--- config.mk ---
export PLATFORM = sky130hd
export DESIGN_NAME = prbs_lock_top
export DESIGN_NICKNAME = d
export VERILOG_FILES = /design/src/rtl/prbs_lock_pkg.sv /design/src/rtl/prbs_lock_lfsr.sv /design/src/rtl/prbs_lock_window.sv /design/src/rtl/prbs_lock_fsm.sv /design/src/rtl/prbs_lock_top.sv
export SDC_FILE = /design/constraint.sdc
export NUM_CORES = 1
export LEC_CHECK = 0
export ABC_CLOCK_PERIOD_IN_PS = 4300
export BUFFER_PORTS_ARGS = -buffer_cell sky130_fd_sc_hd__buf_4
export CORE_MARGIN = 2
export CORE_UTILIZATION = 54
export DETAILED_ROUTE_END_ITERATION = 12
export PLACE_DENSITY = 0.82
export SYNTH_ARGS = -nofsm -noshare
export SYNTH_HDL_FRONTEND = slang
export SYNTH_HIERARCHICAL = 1
export SYNTH_SLANG_ARGS = --single-unit
--- constraint.sdc ---
create_clock -name clk -period 4.3 [get_ports clk]
set_input_delay 0.215 -clock clk [delete_from_list [all_inputs] [get_ports clk]]
set_output_delay 0.215 -clock clk [all_outputs]
set_load 0.02 [all_outputs]
--- src/rtl/prbs_lock_pkg.sv ---
// Package: shared defaults and the sync state type of the pattern lock block.
// Assumes: the consumers take these values as parameter defaults only.
package prbs_lock_pkg;
    localparam int DEF_ORDER_MAX = 31;
    localparam int DEF_QUAL_BITS = 50;
    localparam int DEF_WIN_LEN   = 64;
    localparam int DEF_LOSS_ERRS = 6;

    typedef enum logic {
        ST_SEARCH = 1'b0,
        ST_LOCKED = 1'b1
    } sync_state_e;
endpackage

--- src/rtl/prbs_lock_lfsr.sv ---
// Module: local pattern generator. The shift register holds past bits, with
// bit 0 the newest. The prediction is the XOR of the tapped bits below the
// order. Assumes: 1 <= order <= ORDER_MAX.
module prbs_lock_lfsr #(
    parameter int ORDER_MAX = 31,
    parameter int ORDER_W   = $clog2(ORDER_MAX + 1)
) (
    input  logic                 clk,
    input  logic                 rst_n,
    input  logic                 shift_en,
    input  logic                 take_rx,
    input  logic                 rx_bit,
    input  logic [ORDER_MAX-1:0] taps,
    input  logic [ORDER_W-1:0]   order,
    output logic                 pred
);
    logic [ORDER_MAX-1:0] sr_q;
    logic [ORDER_MAX-1:0] order_mask;
    logic                 feed;

    // Build the mask of register positions that belong to the polynomial.
    always_comb begin
        for (int i = 0; i < ORDER_MAX; i++) begin
            order_mask[i] = (i < int'(order));
        end
    end

    // Predict the next bit and pick what enters the register.
    always_comb begin
        pred = ^(sr_q & taps & order_mask);
        feed = take_rx ? rx_bit : pred;
    end

    // Shift on every accepted bit.
    always_ff @(posedge clk) begin
        if (!rst_n) begin
            sr_q <= '0;
        end else if (shift_en) begin
            sr_q <= {sr_q[ORDER_MAX-2:0], feed};
        end
    end
endmodule

--- src/rtl/prbs_lock_window.sv ---
// Module: sliding error-density window. It keeps WIN_LEN error flags and
// their running total, and flags when a new errored bit brings the total to
// LOSS_ERRS. Assumes: clr is raised in the same cycle as any hit.
module prbs_lock_window #(
    parameter int WIN_LEN   = 64,
    parameter int LOSS_ERRS = 6,
    parameter int CNTW      = $clog2(WIN_LEN + 1)
) (
    input  logic            clk,
    input  logic            rst_n,
    input  logic            clr,
    input  logic            shift_en,
    input  logic            err_in,
    output logic            hit,
    output logic [CNTW-1:0] count
);
    logic [WIN_LEN-1:0] hist_q;
    logic [CNTW-1:0]    cnt_q;
    logic [CNTW:0]      cnt_sum;

    // New total with the incoming flag added and the oldest one retired.
    always_comb begin
        cnt_sum = {1'b0, cnt_q} + (CNTW + 1)'(err_in)
                - (CNTW + 1)'(hist_q[WIN_LEN-1]);
        hit     = shift_en && err_in && (cnt_sum >= (CNTW + 1)'(LOSS_ERRS));
        count   = cnt_q;
    end

    // Hold the history and the total, and empty both on clear.
    always_ff @(posedge clk) begin
        if (!rst_n || clr) begin
            hist_q <= '0;
            cnt_q  <= '0;
        end else if (shift_en) begin
            hist_q <= {hist_q[WIN_LEN-2:0], err_in};
            cnt_q  <= cnt_sum[CNTW-1:0];
        end
    end
endmodule

--- src/rtl/prbs_lock_fsm.sv ---
// Module: search and lock controller. It counts load and qualification bits
// in search, declares lock after order+QUAL_BITS clean bits and drops lock
// on a window hit. Assumes: hit is only raised for accepted bits while locked.
module prbs_lock_fsm
    import prbs_lock_pkg::*;
#(
    parameter int ORDER_MAX = 31,
    parameter int ORDER_W   = $clog2(ORDER_MAX + 1),
    parameter int QUAL_BITS = 50,
    parameter int CNTW      = $clog2(ORDER_MAX + QUAL_BITS + 1)
) (
    input  logic               clk,
    input  logic               rst_n,
    input  logic               hold,
    input  logic               valid,
    input  logic               mismatch,
    input  logic [ORDER_W-1:0] order,
    input  logic               hit,
    output logic               locked
);
    sync_state_e     state_q;
    logic [CNTW-1:0] cnt_q;
    logic [CNTW-1:0] load_end;
    logic [CNTW-1:0] qual_end;

    // Positions where loading ends and where qualification ends.
    always_comb begin
        load_end = CNTW'(order);
        qual_end = CNTW'(order) + CNTW'(QUAL_BITS - 1);
        locked   = (state_q == ST_LOCKED);
    end

    // Move between search and lock on accepted bits.
    always_ff @(posedge clk) begin
        if (!rst_n || hold) begin
            state_q <= ST_SEARCH;
            cnt_q   <= '0;
        end else if (valid) begin
            if (state_q == ST_SEARCH) begin
                if (cnt_q < load_end) begin
                    cnt_q <= cnt_q + 1'b1;
                end else if (mismatch) begin
                    cnt_q <= '0;
                end else if (cnt_q == qual_end) begin
                    state_q <= ST_LOCKED;
                    cnt_q   <= '0;
                end else begin
                    cnt_q <= cnt_q + 1'b1;
                end
            end else if (hit) begin
                state_q <= ST_SEARCH;
                cnt_q   <= '0;
            end
        end
    end
endmodule

--- src/rtl/prbs_lock_top.sv ---
// Module: serial pattern lock and error monitor top. It joins the generator,
// window and controller, and registers the error pulse and the sticky flag.
// Assumes: poly_taps and poly_order change only while hold_search is high.
module prbs_lock_top
    import prbs_lock_pkg::*;
#(
    parameter int ORDER_MAX = DEF_ORDER_MAX,
    parameter int QUAL_BITS = DEF_QUAL_BITS,
    parameter int WIN_LEN   = DEF_WIN_LEN,
    parameter int LOSS_ERRS = DEF_LOSS_ERRS
) (
    input  logic                               clk,
    input  logic                               rst_n,
    input  logic                               in_valid,
    input  logic                               in_bit,
    input  logic                               hold_search,
    input  logic [ORDER_MAX-1:0]               poly_taps,
    input  logic [$clog2(ORDER_MAX + 1)-1:0]   poly_order,
    input  logic                               los_clear,
    output logic                               locked,
    output logic                               bit_err,
    output logic                               los_flag
);
    localparam int ORDER_W  = $clog2(ORDER_MAX + 1);
    localparam int SRCH_W   = $clog2(ORDER_MAX + QUAL_BITS + 1);
    localparam int WIN_CNTW = $clog2(WIN_LEN + 1);

    logic                pred;
    logic                mismatch;
    logic                take;
    logic                err_now;
    logic                win_hit;
    logic                win_clr;
    logic [WIN_CNTW-1:0] win_count;
    logic                bit_err_q;
    logic                los_q;

    // Qualify the accepted bit and the error it carries.
    always_comb begin
        take     = in_valid && !hold_search;
        mismatch = in_bit ^ pred;
        err_now  = locked && take && mismatch;
        win_clr  = !locked || win_hit || hold_search;
    end

    prbs_lock_lfsr #(
        .ORDER_MAX (ORDER_MAX),
        .ORDER_W   (ORDER_W)
    ) u_lfsr (
        .clk      (clk),
        .rst_n    (rst_n),
        .shift_en (take),
        .take_rx  (!locked),
        .rx_bit   (in_bit),
        .taps     (poly_taps),
        .order    (poly_order),
        .pred     (pred)
    );

    prbs_lock_window #(
        .WIN_LEN   (WIN_LEN),
        .LOSS_ERRS (LOSS_ERRS),
        .CNTW      (WIN_CNTW)
    ) u_win (
        .clk      (clk),
        .rst_n    (rst_n),
        .clr      (win_clr),
        .shift_en (locked && take),
        .err_in   (err_now),
        .hit      (win_hit),
        .count    (win_count)
    );

    prbs_lock_fsm #(
        .ORDER_MAX (ORDER_MAX),
        .ORDER_W   (ORDER_W),
        .QUAL_BITS (QUAL_BITS),
        .CNTW      (SRCH_W)
    ) u_fsm (
        .clk      (clk),
        .rst_n    (rst_n),
        .hold     (hold_search),
        .valid    (in_valid),
        .mismatch (mismatch),
        .order    (poly_order),
        .hit      (win_hit),
        .locked   (locked)
    );

    // Register the error pulse and the sticky loss flag (set beats clear).
    always_ff @(posedge clk) begin
        if (!rst_n) begin
            bit_err_q <= 1'b0;
            los_q     <= 1'b0;
        end else begin
            bit_err_q <= err_now;
            if (win_hit) begin
                los_q <= 1'b1;
            end else if (los_clear) begin
                los_q <= 1'b0;
            end
        end
    end

    assign bit_err  = bit_err_q;
    assign los_flag = los_q;
endmodule

==> results.md, run 1 <==
* Vias in the first global route at 4510
* Number of enable flip-flop cells after synthesis at 0
* CTS buffer count at 9
* Grt peak-use layer: met2
* Die Area at 11420 µm²
* Flop-to-flop setup slack at -0.32 ns
* Placed Area at 6419 µm²
* Final Critical Period at 4.619 ns
* Per-cell routed wire length at 15.22 µm
* DRC viols at 0
* Crit path required time at 4.61 ns
* Hold_buf cts at 0
* Worst vdd ir at 0.1889 mV
* Nets at 747
* N_diodes at 0
* Synthesized area at 5713 µm²
* M3 GR Usage at 0.03161
* Final Slew Violations at 0
* Area Growth Syn to Fin at 23.65%
* Global route overflow at 0
* #FFs+latches synth at 112
* Share of cells above drive strength 1 at 0.2709
* Commonest non-fill, non-tap cells in the layout: dfxtp_1, mux2i_1, buf_4
* Initial antenna violation count at 0
* Grt met2 use at 0.4022
* Pin count of the biggest net entering global routing at 76
* CP Capture Type: flop
* First-pass GRT wire length at 20320 µm
* Netlist cell types at 72
* Synthesized area per cell at 9.396 µm²
* Register area share after synthesis at 0.3925
* Outcome: finished, violations left
* Synth top area cells: dfxtp_1, mux2i_1, nor2_1, nor2b_1, ha_1
* WS Path Type: reg -> reg
* Failing checks: negative setup slack
* Post-Syn Instances at 608
* Vias per inst at 5.512
* Most used DFF post-synth: dfxtp_1
* Worst-path clk slew at 0.11 ns
* Worst-Margin Slew at 1.120 ns
* Clk_skew at 0.01750 ns
* Commonest non-fill, non-tap cell in the layout: dfxtp_1
* Crit path max fanout at 6
* Post-layout util at 0.6874
* Synthesized Nets at 666
* IO Count at 45
* Chip Height at 106.9 µm
* # fillers at 725
* Final setup violation count at 79
* Hold Fails Final Rpt at 0
* Ys Warns at 6
* Min-delay worst type: in -> reg
* H-tree level count at 3
* Max cap viols at 0
* Die X at 106.9 µm
* ANT nets after route at 0
* Asr flop ratio synth at 0
* Cell Pwr Density at 258.9 nW/µm²
* Hold_ws at 0.1418 ns
* TritonCTS clock tree: built
* Bufs on Longest Clock Path at 2
* FMAX at 0.2165 GHz
* CP arrival at 4.93 ns
* Total GRT Usage at 0.2195
* Clk sink count at 112
* Cell at the root of the clock tree: clkbuf_8
* Pleak at 0.002502 µW
* Met1 Usage GRT at 0.2599
* Drt pass-1 iters at 5
* RD Place Congestion at 0.8745
* Starting Density at 0.5559
* Area leader, netlist: dfxtp_1
* Rel. slew slack at 0.2537
* 1st-iter DRT viols at 243
* Top-area cell type share of the netlist area at 0.3925
* DP HPWL at 8259 µm
* Fin area at 7064 µm²
* Num rows at 37
* Period Utilization, post-route at 1.074
* Latest clock arrival within the worst-skew pair at 0.38 ns
* RSZ-0062 raised after global routing: true
* Core Footprint at 10280 µm²
* Port bufs at 44
* Total wire length at 12630 µm
* Via Count at 4575
* Final critical-path setup slack at -0.3188 ns
* Startpoint types: flop
## stage by stage
step | TNS, ns | instances | total power (µW) | setup WS, ns
final | -19.58 | 830 | 1829 | -0.3188
after global routing | -32.36 | 830 | 1896 | -0.4674
after detailed placement | -22.92 | 798 | 1203 | -0.4018
after global placement | -14.04 | 798 | 1200 | -0.2094
after CTS | -8.105 | 822 | 1843 | -0.1562
after floorplan | -1.900 | 608 | 1141 | -0.1269
## report_power, final
| group | switching [µW] | internal (µW) | total [µW] |
|---|---|---|---|
| clock network | 394 | 247 | 642 |
| registers | 1.66 | 1040 | 1040 |
| logic | 72.8 | 74.1 | 147 |
| total | 469 | 1360 | 1830 |
## sequential cells by signal, summed over array words and instances, names as in the netlist
signal / flops
bit_err: 1
u_fsm/cnt_q: 7
u_win/count: 7
u_lfsr/sr_q: 31
u_win/hist_q: 64
los_flag: 1
u_fsm/locked: 1
## cells by family after synthesis
| logic type | after synthesis | share of synthesized area |
|---|---|---|
| AO/OA/AOI/OAI | 92 | 0.1248 |
| XOR/XNOR | 31 | 0.05475 |
| adder cells (fa/ha/maj) | 16 | 0.03636 |
| buffers and inverters | 57 | 0.04599 |
| flip-flops | 112 | 0.3925 |
| multiplexers | 99 | 0.1737 |
| AND/OR/NAND/NOR | 201 | 0.1719 |
## synthesized netlist by cell type, drive strengths merged (2+ instances only)
library cell  instances
nor3b                 3
a2111o                3
and2b                 2
o21ai                18
nor2b                35
a2111oi               2
nor4                  3
xnor2                17
a41oi                 2
nor2                 84
buf                  20
xor2                 11
o311ai                3
nand3b                2
nand2                34
nor3                  5
o211a                 2
nand3                13
dfxtp               112
inv                  23
a31oi                 5
mux2i                98
a211o                 2
a211oi                6
a21o                  3
a21oi                18
or2                   3
nand4                 5
a22o                  2
and2                  3
clkbuf               14
nand2b                6
o211ai                7
ha                   15
xnor3                 3
o22ai                 2
o21a                  3
## path summary, 6_finish.rpt
check	start	to	depth (start not counted)
worst max-delay path	u_lfsr/sr_q[26]	u_win/hist_q[34]	21
worst min-delay path	los_clear	los_flag	3
worst max register to register	u_lfsr/sr_q[26]	u_win/hist_q[34]	21
worst min register to register	u_win/hist_q[0]	u_win/hist_q[0]	2
## final cells by class
type	instances	area, µm²	share of cell area
clock inverters	6	70.07	0.009919
well taps	136	170.2	0.02409
multi-input cells	440	3457	0.4894
clock buffers	10	137.6	0.01948
inverters	23	87.58	0.01240
flip-flops and latches	112	2246	0.3179
repair buffers	103	895.9	0.1268
## per-layer routing
metal / vias to the layer above / routed length, µm
li1: 2274 / -
met1: 2185 / 5334
met2: 97 / 6699
met3: 19 / 362
met4: 0 / 233
met5: - / 0
## what timing repair did
action | in CTS | in global routing
pin swaps | 9 | 13
setup endpoints to repair | 78 | 80
gates cloned | 2 | 3
gates resized for setup | 28 | 47
buffers inserted | 6 | 6
## critical path, cell delays in order, from the launching register on
cell	delay, ns
dfxtp_1	0.36
nand2_1	0.11
or4_4	0.43
o2111ai_2	0.10
xnor2_1	0.15
xnor3_1	0.25
xnor3_1	0.23
xor2_2	0.18
xnor2_2	0.16
nor2_1	0.15
ha_2	0.22
inv_2	0.04
fa_2	0.40
nor2b_4	0.16
o31ai_4	0.09
a2bb2oi_2	0.18
nor4_2	0.17
a31oi_1	0.16
or3_4	0.42
nand2b_2	0.28
clkbuf_16	0.21
nor2_1	0.10
Note: power is estimated with default switching activity, not from simulation.
==> run 2, diff against run 1 <==
- CORE_ASPECT_RATIO: not set -> 2
- RECOVER_POWER: not set -> 50
==> run 2 against run 1 <==
  * The flow still finishes with violations (negative setup slack)
  * Hold slack improved by 0.029 ns
  * Maximum frequency up 2.2%
  * Non-clock buffer count down 10
  * Routed wire length grew 0.90%
  * Cell count is 1.2% lower
  * Sequential power is essentially flat
  * Setup slack better by 0.099 ns
  * Largest power group unchanged
  * Highest routed layer unchanged
==> results.md, run 2 (synthesis results as in run 1) <==
* Outcome: finished, violations left
* Failing checks: negative setup slack
* CTS buffer count at 9
* Port bufs at 44
* Final Slew Violations at 0
* ANT nets after route at 0
* Clk network pwr share at 0.405
* Bufs on Longest Clock Path at 2
* Min-delay src: los_clear
* RSZ-0062 raised after global routing: true
* Clk_skew at 0.009703 ns
* Commonest non-fill, non-tap cells in the layout: dfxtp_1, mux2i_1, buf_4
* Num rows at 53
* RR Startpoint: u_lfsr/sr_q[2]
* Pleak at 0.002432 µW
* Critical-path cell list: nand2_2, or4_4, o2111ai_2, xnor2_2, xnor3_1, xnor3_1, xor2_2, xnor2_1, nor2_1, ha_2, inv_2, fa_2, nor2b_4, o31ai_4, a2bb2oi_1, nor4_2, a31oi_1, or3_4, nand2b_4, clkbuf_16, nor2_1
* Min-delay worst type: in -> reg
* Worst r2r dst: u_win/hist_q[54]
* Total GRT Usage at 0.2199
* Worst vdd ir at 0.2508 mV
* Beginning of the critical path: u_lfsr/sr_q[2]
* TritonCTS clock tree: built
* Startpoint types: flop
* Hold_buf cts at 0
* CP Capture Type: flop
* Via Count at 4580
* Flop-to-flop setup slack at -0.22 ns
* WS Path Type: reg -> reg
* Commonest non-fill, non-tap cell in the layout: dfxtp_1
* P_int at 1561 µW
* DRC viols at 0
* R2R depth at 21
* Die Area at 11470 µm²
* CP arrival at 4.80 ns
* Critical Path Max Stage Delay at 0.48 ns
* Sw frac at 0.2172
* Drt pass-1 iters at 4
* Crit path required time at 4.58 ns
* Post-layout util at 0.6623
* Top Registers: u_win/hist_q x64, u_lfsr/sr_q x31
* Cell at the root of the clock tree: clkbuf_16
* Die X at 76.73 µm
* Hold Fails Final Rpt at 0
* Seq pwr share at 0.522
* Clk sink count at 112
* Max cap viols at 0
* First-pass GRT wire length at 20440 µm
* Vias per inst at 5.585
* 1st-iter DRT viols at 245
* H-tree level count at 3
* Final Critical Period at 4.520 ns
* Starting Density at 0.5487
* Final setup violation count at 75
* Sw Pwr at 433.1 µW
* Slowest-stage cell, CP: or4_4
* Largest register FFs at 64
* Gate power share at 0.074
* Chip Height at 149.5 µm
* Share of cells above drive strength 1 at 0.2240
* Pin count of the biggest net entering global routing at 76
* Final critical-path setup slack at -0.2198 ns
* Vias in the first global route at 4686
* Worst-path clk slew at 0.07 ns
* IO Count at 45
* N_diodes at 0
* Largest Register: u_win/hist_q
* CP Capture Point: u_win/hist_q[54]
* FMAX at 0.2213 GHz
* Total Power at 1994 µW
* Per-cell routed wire length at 15.54 µm
* Latest clock arrival within the worst-skew pair at 0.34 ns
* Rel. slew slack at 0.2473
* Crit path max fanout at 17
* Area Growth Syn to Fin at 20.70%
* Total wire length at 12740 µm
* Global route overflow at 0
* Cell Pwr Density at 289.2 nW/µm²
* Core Footprint at 10410 µm²
* DP HPWL at 8967 µm
* Period Utilization, post-route at 1.051
* RD Place Congestion at 0.8822
* Initial antenna violation count at 0
* Worst-Margin Slew at 1.129 ns
* Nets at 737
==> run 2: cell types whose count changed in the layout (fill, tap and decap cells not counted), moves of 2 or more <==
| cell | previous run | this run |
|---|---|---|
| buf_12 | 2 | 4 |
| buf_16 | 2 | 0 |
| buf_4 | 92 | 81 |
| buf_6 | 4 | 2 |
| clkbuf_1 | 0 | 4 |
| clkbuf_16 | 2 | 11 |
| clkbuf_8 | 10 | 0 |
| clkinv_2 | 1 | 3 |
| clkinv_8 | 2 | 0 |
| inv_6 | 3 | 1 |
| nor2_1 | 63 | 78 |
| nor2_2 | 13 | 6 |
| nor2_4 | 8 | 0 |
| o21ai_0 | 8 | 10 |
==> run 2: layout make-up <==
| class | instances | area, µm² |
|---|---|---|
| clock buffer | 10 | 229.0 |
| clock inverter | 5 | 56.30 |
| fill | 832 | 3516 |
| inverter | 23 | 87.58 |
| multi-input combinational | 440 | 3327 |
| sequential | 112 | 2247 |
| tap | 137 | 171.4 |
| timing repair buffer | 93 | 777.0 |
==> run 2: per-layer routing <==
metal | track usage | vias to the layer above | routed length [µm] | part of all wire
li1 | - | 2263 | - | -
met1 | 0.2092 | 2152 | 4574 | 0.36
met4 | 0.1445 | 0 | 677 | 0.053
met5 | 0 | - | 0 | 0
met2 | 0.4215 | 107 | 7135 | 0.56
met3 | 0.03860 | 58 | 355 | 0.028
==> run 2: repair_timing <==
action,4_1_cts,5_1_grt
cloned,1,4
pin swaps,10,2
setup buffers,4,2
setup endpoints to repair,78,80
gates resized for setup,20,13
==> run 2: power groups by stage <==
| stage | sequential, µW | clock (µW) | combinational (µW) |
|---|---|---|---|
| finish | 1040 | 807 | 147 |
| CTS | 1040 | 827 | 142 |
| global placement | 1060 | 0 | 137 |
| floorplan | 1060 | 0 | 77.9 |
| detailed placement | 1060 | 0 | 140 |
| global route | 1040 | 862 | 157 |
==> run 2: worst min path at each step <==
stage / cells after the start / slack, ns / end
4_1_cts: 4 / 0.16 / u_fsm/locked
2_1_floorplan: 1 / 0.33 / los_flag
3_5_place_dp: 2 / 0.47 / u_win/hist_q[0]
5_1_grt: 4 / 0.17 / u_fsm/locked
3_3_place_gp: 2 / 0.47 / u_win/hist_q[23]
6_report: 3 / 0.17 / los_flag
==> run 2: critical path, delay by kind of cell, from the launching register on <==
family | cells | cell delay [ns]
flops | 1 | 0.34
fa+ha+maj | 2 | 0.60
xor+xnor | 5 | 0.92
buf+inv | 2 | 0.27
simple gates | 8 | 1.79
compound gates | 4 | 0.52
==> run 2: per-stage QoR <==
stage	setup slack, ns	hold WS [ns]	cell area [µm²]	std cells	TNS (ns)
CTS	-0.1761	0.1608	6779	814	-8.041
floorplan	-0.1269	0.3325	5819	608	-1.900
global placement	-0.3546	0.4736	6407	794	-20.94
global route	-0.4227	0.1713	6895	820	-27.01
detailed placement	-0.4197	0.4679	6407	794	-24.27
finish	-0.2198	0.1711	6895	820	-11.83
